[src/rtl/htg_pkg.sv]
package htg_pkg;
   localparam int unsigned HTG_CW_DEF      = 8;
   localparam int unsigned HTG_PEN_OFS_DEF = 7;
   localparam int unsigned HTG_NUM_WIN     = 2;

   typedef enum int unsigned {
      WIN_BLANK = 0,
      WIN_DISP  = 1
   } htg_win_e;
endpackage

[src/rtl/htg_char_counter.sv]
module htg_char_counter #(
   parameter int unsigned CW = 8
) (
   input  logic          clk,
   input  logic          rst,
   input  logic [CW-1:0] htotal_i,
   output logic [CW-1:0] cnt_o,
   output logic          newline_o
);
   logic [CW-1:0] cnt_q;
   logic          nl_q;
   logic          at_end;

   assign at_end = (cnt_q == htotal_i);

   always_ff @(posedge clk) begin
      if (rst) begin
         cnt_q <= '0;
         nl_q  <= 1'b0;
      end else begin
         cnt_q <= at_end ? '0 : cnt_q + 1'b1;
         nl_q  <= at_end;
      end
   end

   assign cnt_o     = cnt_q;
   assign newline_o = nl_q;
endmodule

[src/rtl/htg_window.sv]
module htg_window #(
   parameter int unsigned CW      = 8,
   parameter bit          RST_VAL = 1'b0
) (
   input  logic          clk,
   input  logic          rst,
   input  logic [CW-1:0] cnt_i,
   input  logic [CW-1:0] on_i,
   input  logic [CW-1:0] off_i,
   output logic          win_o
);
   logic win_q;

   always_ff @(posedge clk) begin
      if (rst)                win_q <= RST_VAL;
      else if (cnt_i == on_i)  win_q <= 1'b1;
      else if (cnt_i == off_i) win_q <= 1'b0;
   end

   assign win_o = win_q;
endmodule

[src/rtl/htg_pen_latch.sv]
module htg_pen_latch #(
   parameter int unsigned CW  = 8,
   parameter int unsigned OFS = 7
) (
   input  logic          clk,
   input  logic          rst,
   input  logic [CW-1:0] cnt_i,
   input  logic          strobe_i,
   input  logic          clear_i,
   output logic [CW-1:0] pen_x_o,
   output logic          valid_o
);
   localparam logic [CW-1:0] OFS_C = CW'(OFS);

   logic [CW-1:0] target;
   logic [CW-1:0] x_q;
   logic          v_q;

   if (OFS == 0) begin : g_raw
      assign target = cnt_i;
   end else begin : g_ofs
      assign target = cnt_i + OFS_C;
   end

   always_ff @(posedge clk) begin
      if (rst) begin
         x_q <= '0;
         v_q <= 1'b0;
      end else if (clear_i) begin
         v_q <= 1'b0;
      end else if (strobe_i && !v_q) begin
         x_q <= target;
         v_q <= 1'b1;
      end
   end

   assign pen_x_o = x_q;
   assign valid_o = v_q;
endmodule

[src/rtl/htiming_gen.sv]
module htiming_gen #(
   parameter int unsigned CW      = htg_pkg::HTG_CW_DEF,
   parameter int unsigned PEN_OFS = htg_pkg::HTG_PEN_OFS_DEF
) (
   input  logic          clk,
   input  logic          rst,
   input  logic [CW-1:0] htotal_i,
   input  logic [CW-1:0] hblank_start_i,
   input  logic [CW-1:0] hblank_end_i,
   input  logic [CW-1:0] de_begin_i,
   input  logic [CW-1:0] de_end_i,
   input  logic          pen_strobe_i,
   input  logic          pen_clear_i,
   output logic [CW-1:0] cnt_o,
   output logic          hblank_o,
   output logic          disp_en_o,
   output logic          newline_o,
   output logic [CW-1:0] pen_x_o,
   output logic          pen_valid_o
);
   import htg_pkg::*;

   localparam int unsigned NWIN = HTG_NUM_WIN;

   if (CW < 4 || CW > 16) begin : g_bad_cw
      $error("htiming_gen: CW must lie in 4..16");
   end
   if (PEN_OFS >= (1 << CW)) begin : g_bad_ofs
      $error("htiming_gen: PEN_OFS must fit in CW bits");
   end

   logic [CW-1:0] cnt;
   logic [CW-1:0] on_val  [NWIN];
   logic [CW-1:0] off_val [NWIN];
   logic          win     [NWIN];

   htg_char_counter #(.CW(CW)) u_cnt (
      .clk       (clk),
      .rst       (rst),
      .htotal_i  (htotal_i),
      .cnt_o     (cnt),
      .newline_o (newline_o)
   );

   assign on_val[WIN_BLANK]  = hblank_start_i;
   assign off_val[WIN_BLANK] = hblank_end_i;
   assign on_val[WIN_DISP]   = de_begin_i;
   assign off_val[WIN_DISP]  = de_end_i;

   for (genvar w = 0; w < NWIN; w++) begin : g_win
      htg_window #(
         .CW      (CW),
         .RST_VAL (w == WIN_BLANK)
      ) u_win (
         .clk   (clk),
         .rst   (rst),
         .cnt_i (cnt),
         .on_i  (on_val[w]),
         .off_i (off_val[w]),
         .win_o (win[w])
      );
   end

   htg_pen_latch #(.CW(CW), .OFS(PEN_OFS)) u_pen (
      .clk      (clk),
      .rst      (rst),
      .cnt_i    (cnt),
      .strobe_i (pen_strobe_i),
      .clear_i  (pen_clear_i),
      .pen_x_o  (pen_x_o),
      .valid_o  (pen_valid_o)
   );

   assign cnt_o     = cnt;
   assign hblank_o  = win[WIN_BLANK];
   assign disp_en_o = win[WIN_DISP] & ~win[WIN_BLANK];
endmodule

[config.mk]
export PLATFORM = sky130hd
export DESIGN_NAME = htiming_gen
export DESIGN_NICKNAME = d
export VERILOG_FILES = /design/src/rtl/htg_pkg.sv /design/src/rtl/htg_char_counter.sv /design/src/rtl/htg_window.sv /design/src/rtl/htg_pen_latch.sv /design/src/rtl/htiming_gen.sv
export SDC_FILE = /design/constraint.sdc
export NUM_CORES = 1
export LEC_CHECK = 0
export BUFFER_PORTS_ARGS = -buffer_cell sky130_fd_sc_hd__clkbuf_2
export CAP_MARGIN = 25
export CORE_UTILIZATION = 46
export DETAILED_ROUTE_END_ITERATION = 16
export PLACE_DENSITY = 0.86
export SYNTH_ARGS = -nofsm -noshare
export SYNTH_HDL_FRONTEND = slang
export SYNTH_SLANG_ARGS = --single-unit
[constraint.sdc]
create_clock -name clk -period 1.9 [get_ports clk]
set_clock_uncertainty 0.05 [all_clocks]
set_input_delay 0.285 -clock clk [delete_from_list [all_inputs] [get_ports clk]]
set_output_delay 0.285 -clock clk [all_outputs]
set_load 0.005 [all_outputs]
* Yosys cells after proc, flatten, opt, wreduce, memory -nomap -nowiden *
Cells that the tools add are included.

cells by class
  add/sub/neg operators = 2
  equality and inequality tests = 5
  multiplexer cells = 2
  bitwise operators = 3
  reductions and logical operators = 7

operator list
  operator                                      number
  equality test 8 bit                           5
  adder 8 x 1 -> 8 bit (second input constant)  1
  adder 8 x 3 -> 8 bit (second input constant)  1
  OR reduction 2 bit                            3
  2-to-1 mux 1 bit                              2
  inverter 1 bit                                2
  AND reduction 2 bit                           1
  nonzero test 2 bit                            1
  AND 1 bit                                     1
  logical AND 1 bit                             1
  zero test 1 bit                               1

storage, ports and cells
  bits in registers = 20
  bits of input ports = 44
  output and inout bits = 20
  logic and storage cells = 25

* Longest topological paths before layout *
  depth in word-level cells = 3
  mapped depth = 7
  mapped depth without buffers = 6

* Hierarchy *
From an unflattened synthesis, not the netlist that was laid out.

second synthesis, totals
  cell total of the unflattened synthesis = 146
  area, all modules = 1368.8 µm²

by module, submodules not included
  module                        instances  cells each  area an instance (µm²)  sequential area each (µm²)
  htg_char_counter              1          47          475.5                   180.2
  htg_pen_latch                 1          50          461.7                   180.2
  htg_window at g_win[1].u_win  1          24          219.0                   20.0
  htg_window at g_win[0].u_win  1          24          198.9                   20.0
  htiming_gen                   1          1           13.8                    0.0

* Worst setup path before layout *
OpenSTA, ideal clock, no wires.

  path kind = flip-flop to flip-flop
  from = register u_cnt.cnt_q[0], in the netlist u_cnt.cnt_o[0]
  to = register u_pen.x_q[6], in the netlist u_pen.pen_x_o[6]
  setup time = 0.079 ns
  arrival = 1.318 ns
  data required time = 1.771 ns
  setup slack = 0.452 ns
  stages on the path, launching flop included = 8
  path buffers = 1
  cell sequence = dfxtp_1 buf_4 inv_1 ha_1 nand2b_1 nand4_1 xor2_1 a211oi_2

on the way
  cells in the longest elaborated chain, start to end = 1

RTL lines
  element                   line                    RTL
  start: declaration        htg_char_counter.sv:10  logic [CW-1:0] cnt_q;
  start signal: assignment  htg_char_counter.sv:21  cnt_q <= at_end ? '0 : cnt_q + 1'b1;
  adder 8 x 3 -> 8 bit      htg_pen_latch.sv:22     assign target = cnt_i + OFS_C;
  end signal: assignment    htg_pen_latch.sv:32     x_q <= target;
  end: declaration          htg_pen_latch.sv:16     logic [CW-1:0] x_q;

Every way passes these cells.
A chain may end at the register's enable or synchronous reset.

* Worst setup path after layout *
  from = register u_cnt.cnt_q[4], in the netlist u_cnt.cnt_o[4]
  to = output cnt_o[4]

RTL lines
  element           line               RTL
  end: declaration  htiming_gen.sv:14  output logic [CW-1:0] cnt_o,

No word-level cell between the ends.

==> results.toml <==
[floorplan]
io_pins = 64
num_rows = 19
initial_core_util_pct = 48.5
die_x_um = 56.0
fp.dieH_um = 56.0
die-area_um2 = 3130
coreArea_um2 = 2760

[routing]
routedWlPerCell_um = 12.7
drt_pass1_iterations = 5
drc = 0
totalWireLength_um = 3120
vias = 1237
wl_met1_um = 1360
top_layer_used = "met4"
drtAntennaViolNets = 0
wl_met2_um = 1560
vias_per_cell = 5.03
first_iter_violations = 16
dr_wl_met3_um = 160

[grt]
grt_max_degree = 16
overflow = 0
antenna_found_initial = 0
grt_usage_pct = 22.0
grt_pass1_wl_um = 5260
grt_pass1_vias = 1204

[pwr]
power.density_nw_per_um2 = 599
p_int_uw = 772
switching_power_uw = 268
ir_worst_vdd_uv = 693
combPwrFrac_pct = 21.8
power_frac_clock_pct = 34.2
p_leak_uw = 0.000803
netSwitchingFraction_pct = 25.8
p_seq_share_pct = 44.0

[critical_path]
cp_max_fo = 7
worstPathRequired_ns = 1.56
cp-end-kind = "output pin"
r2r_cells = 4
worstSetupPathType = "reg2out"
cp.arrival_ns = 1.24
critPathLaunchType = "flip-flop"

[sta]
clock.fmax_ghz = 0.635
final.period_utilization_pct = 82.9
rsz0062_at_grt = "no"
maxSlewHeadroom_pct = 62.7
finalHoldViolations = 0
worst_pin_slew_ns = 0.559
slew_violations = 0
setup_violations = 0
whs_ns = 0.0931
period_needed_ns = 1.58
worst_slack_ns = 0.324
setup_tns_ns = 0

[synth]
synthArstFlopShare_pct = 0
ys_ff_latch = 20
netlist_instances = 149
syn_area_um2 = 1340
synth_top_area_share_pct = 29.9
synth_edf_count = 0
ys_top_cells_by_area = "dfxtp_1, xnor2_1, xor2_1"
synth_cell_type_count = 31
yosys.area.top_type = "dfxtp_1"
yosys_warnings = 0
syn-num-nets = 195
synth.most_common_cell = "xnor2_1"
synth.avg_cell_area_um2 = 8.99
seq_area_frac_synth_pct = 29.9
ys.flop_type = "dfxtp_1"
synth_common_cells = "xnor2_1, nor2_1, xor2_1"

[cts]
cts_num_sinks = 20
cts_tree = "done"
clockBufferDepth = 2
clock_tree.root_cell = "clkbuf_4"
post_cts.repair.setup_buffers = 0
path_clk_slew_ns = 0.12
htreeDepth = 1
clock_latency_ns = 0.32
ctsResizeCount = 0
numCtsBuffers = 3
ctsHoldBuffers = 0

[placed_design]
place_area_um2 = 1680
numPortBuffers = 63
dp_worst_setup_slack_ns = 0.365
gp_congestion = 0.819
dp_hpwl_um = 2510

[job]
maxCapViolations = 0

[layout]
area_growth_pct = 29.7
stdcell_area_um2 = 1740
antenna-diode-count = 0
drive_gt1_share_pct = 38.6
nNetsFinal = 262

[run_status]
status = "finished, final reports clean"

[worst_hold_path]
hold_path_depth = 2
hold_class = "in2reg"
[registers in the layout, summed over array words and instances (netlist names)]
| register | flops |
|---|---|
| u_cnt.cnt_o | 8 |
| u_pen.pen_x_o | 8 |
| g_win.u_win.win_o | 2 |
| u_cnt.newline_o | 1 |
| u_pen.valid_o | 1 |
[metal layers]
metal	global-route usage (%)	vias up
li1	-	631
met5	0	-
met2	38.6	39
met3	5.12	3
met4	8.36	0
met1	26.0	564
[power by group through the flow]
| stage | sequential (uW) | clock, uW | combinational, uW |
|---|---|---|---|
| 2_1_floorplan | 460 | 0 | 140 |
| 3_3_place_gp | 467 | 0 | 225 |
| 3_5_place_dp | 468 | 0 | 228 |
| 4_1_cts | 458 | 357 | 229 |
| 5_1_grt | 462 | 384 | 252 |
| 6_report | 458 | 356 | 226 |
[worst paths after layout]
path / startpoint / end / slack (ns)
worst max-delay path: u_cnt.cnt_o[4]$_SDFF_PP0_ / cnt_o[4] / 0.32
worst min-delay path: pen_clear_i / u_pen.valid_o$_SDFFE_PP0P_ / 0.09
worst max register to register: u_cnt.cnt_o[2]$_SDFF_PP0_ / u_pen.pen_x_o[6]$_SDFFE_PP0P_ / 0.33
worst min register to register: u_pen.pen_x_o[4]$_SDFFE_PP0P_ / u_pen.pen_x_o[4]$_SDFFE_PP0P_ / 0.46
[cells by family after synthesis]
family          count (synthesis)  share of synthesized area (%)
simple gates                   50                           19.3
xor+xnor                       49                           32.1
flops                          20                           29.9
compound gates                 14                           9.63
buf+inv                        13                           6.54
fa+ha+maj                       2                           1.87
mux                             1                          0.748
[metrics by stage]
stage	power, uW	cells	util [%]
floorplan	600	149	-
global placement	691	242	61.1
detailed placement	696	242	61.1
CTS	1040	246	63.0
global route	1100	246	63.0
finish	1040	246	63.0
[worst max-delay path: stages (launching register included)]
cell	delay, ns
dfxtp_1	0.56
buf_4	0.23
clkbuf_2	0.13
[cell usage in the layout, fill, tap and decap left out]
cell type  Yosys  routed
o21ai_0        4       4
nand3_1        3       3
clkbuf_2       0      63
a21oi_1        1       1
a41o_4         1       1
a311oi_1       1       1
xor2_1        21      21
nor3_1         1       1
mux2i_1        1       1
inv_1          3       3
or3_1          2       2
nor2_1        24      24
and3_1         1       1
xnor2_1       28      28
dfxtp_1       20      20
nor3_2         1       1
nand2b_1       2       2
a211oi_2       1       1
nor2b_1        2       2
buf_4          6       9
ha_1           2       2
clkbuf_4       0       3
o41ai_1        1       1
nand2_4        1       1
a311oi_2       2       2
a211oi_1       3       3
nor4_1         2       2
nor3b_2        1       1
nand2_1        2       2
nand4_1        8       8
bufinv_16      0       1
[layout make-up]
type	instances	area, um2
Multi-Input combinational cell	116	851
Tap cell	31	38.8
Inverter	3	11.3
Clock buffer	3	22.5
Timing Repair Buffer	72	383
Sequential cell	20	400
Fill cell	250	1020
Clock inverter	1	30.0
No activity file was read; power rests on OpenSTA's default activity.
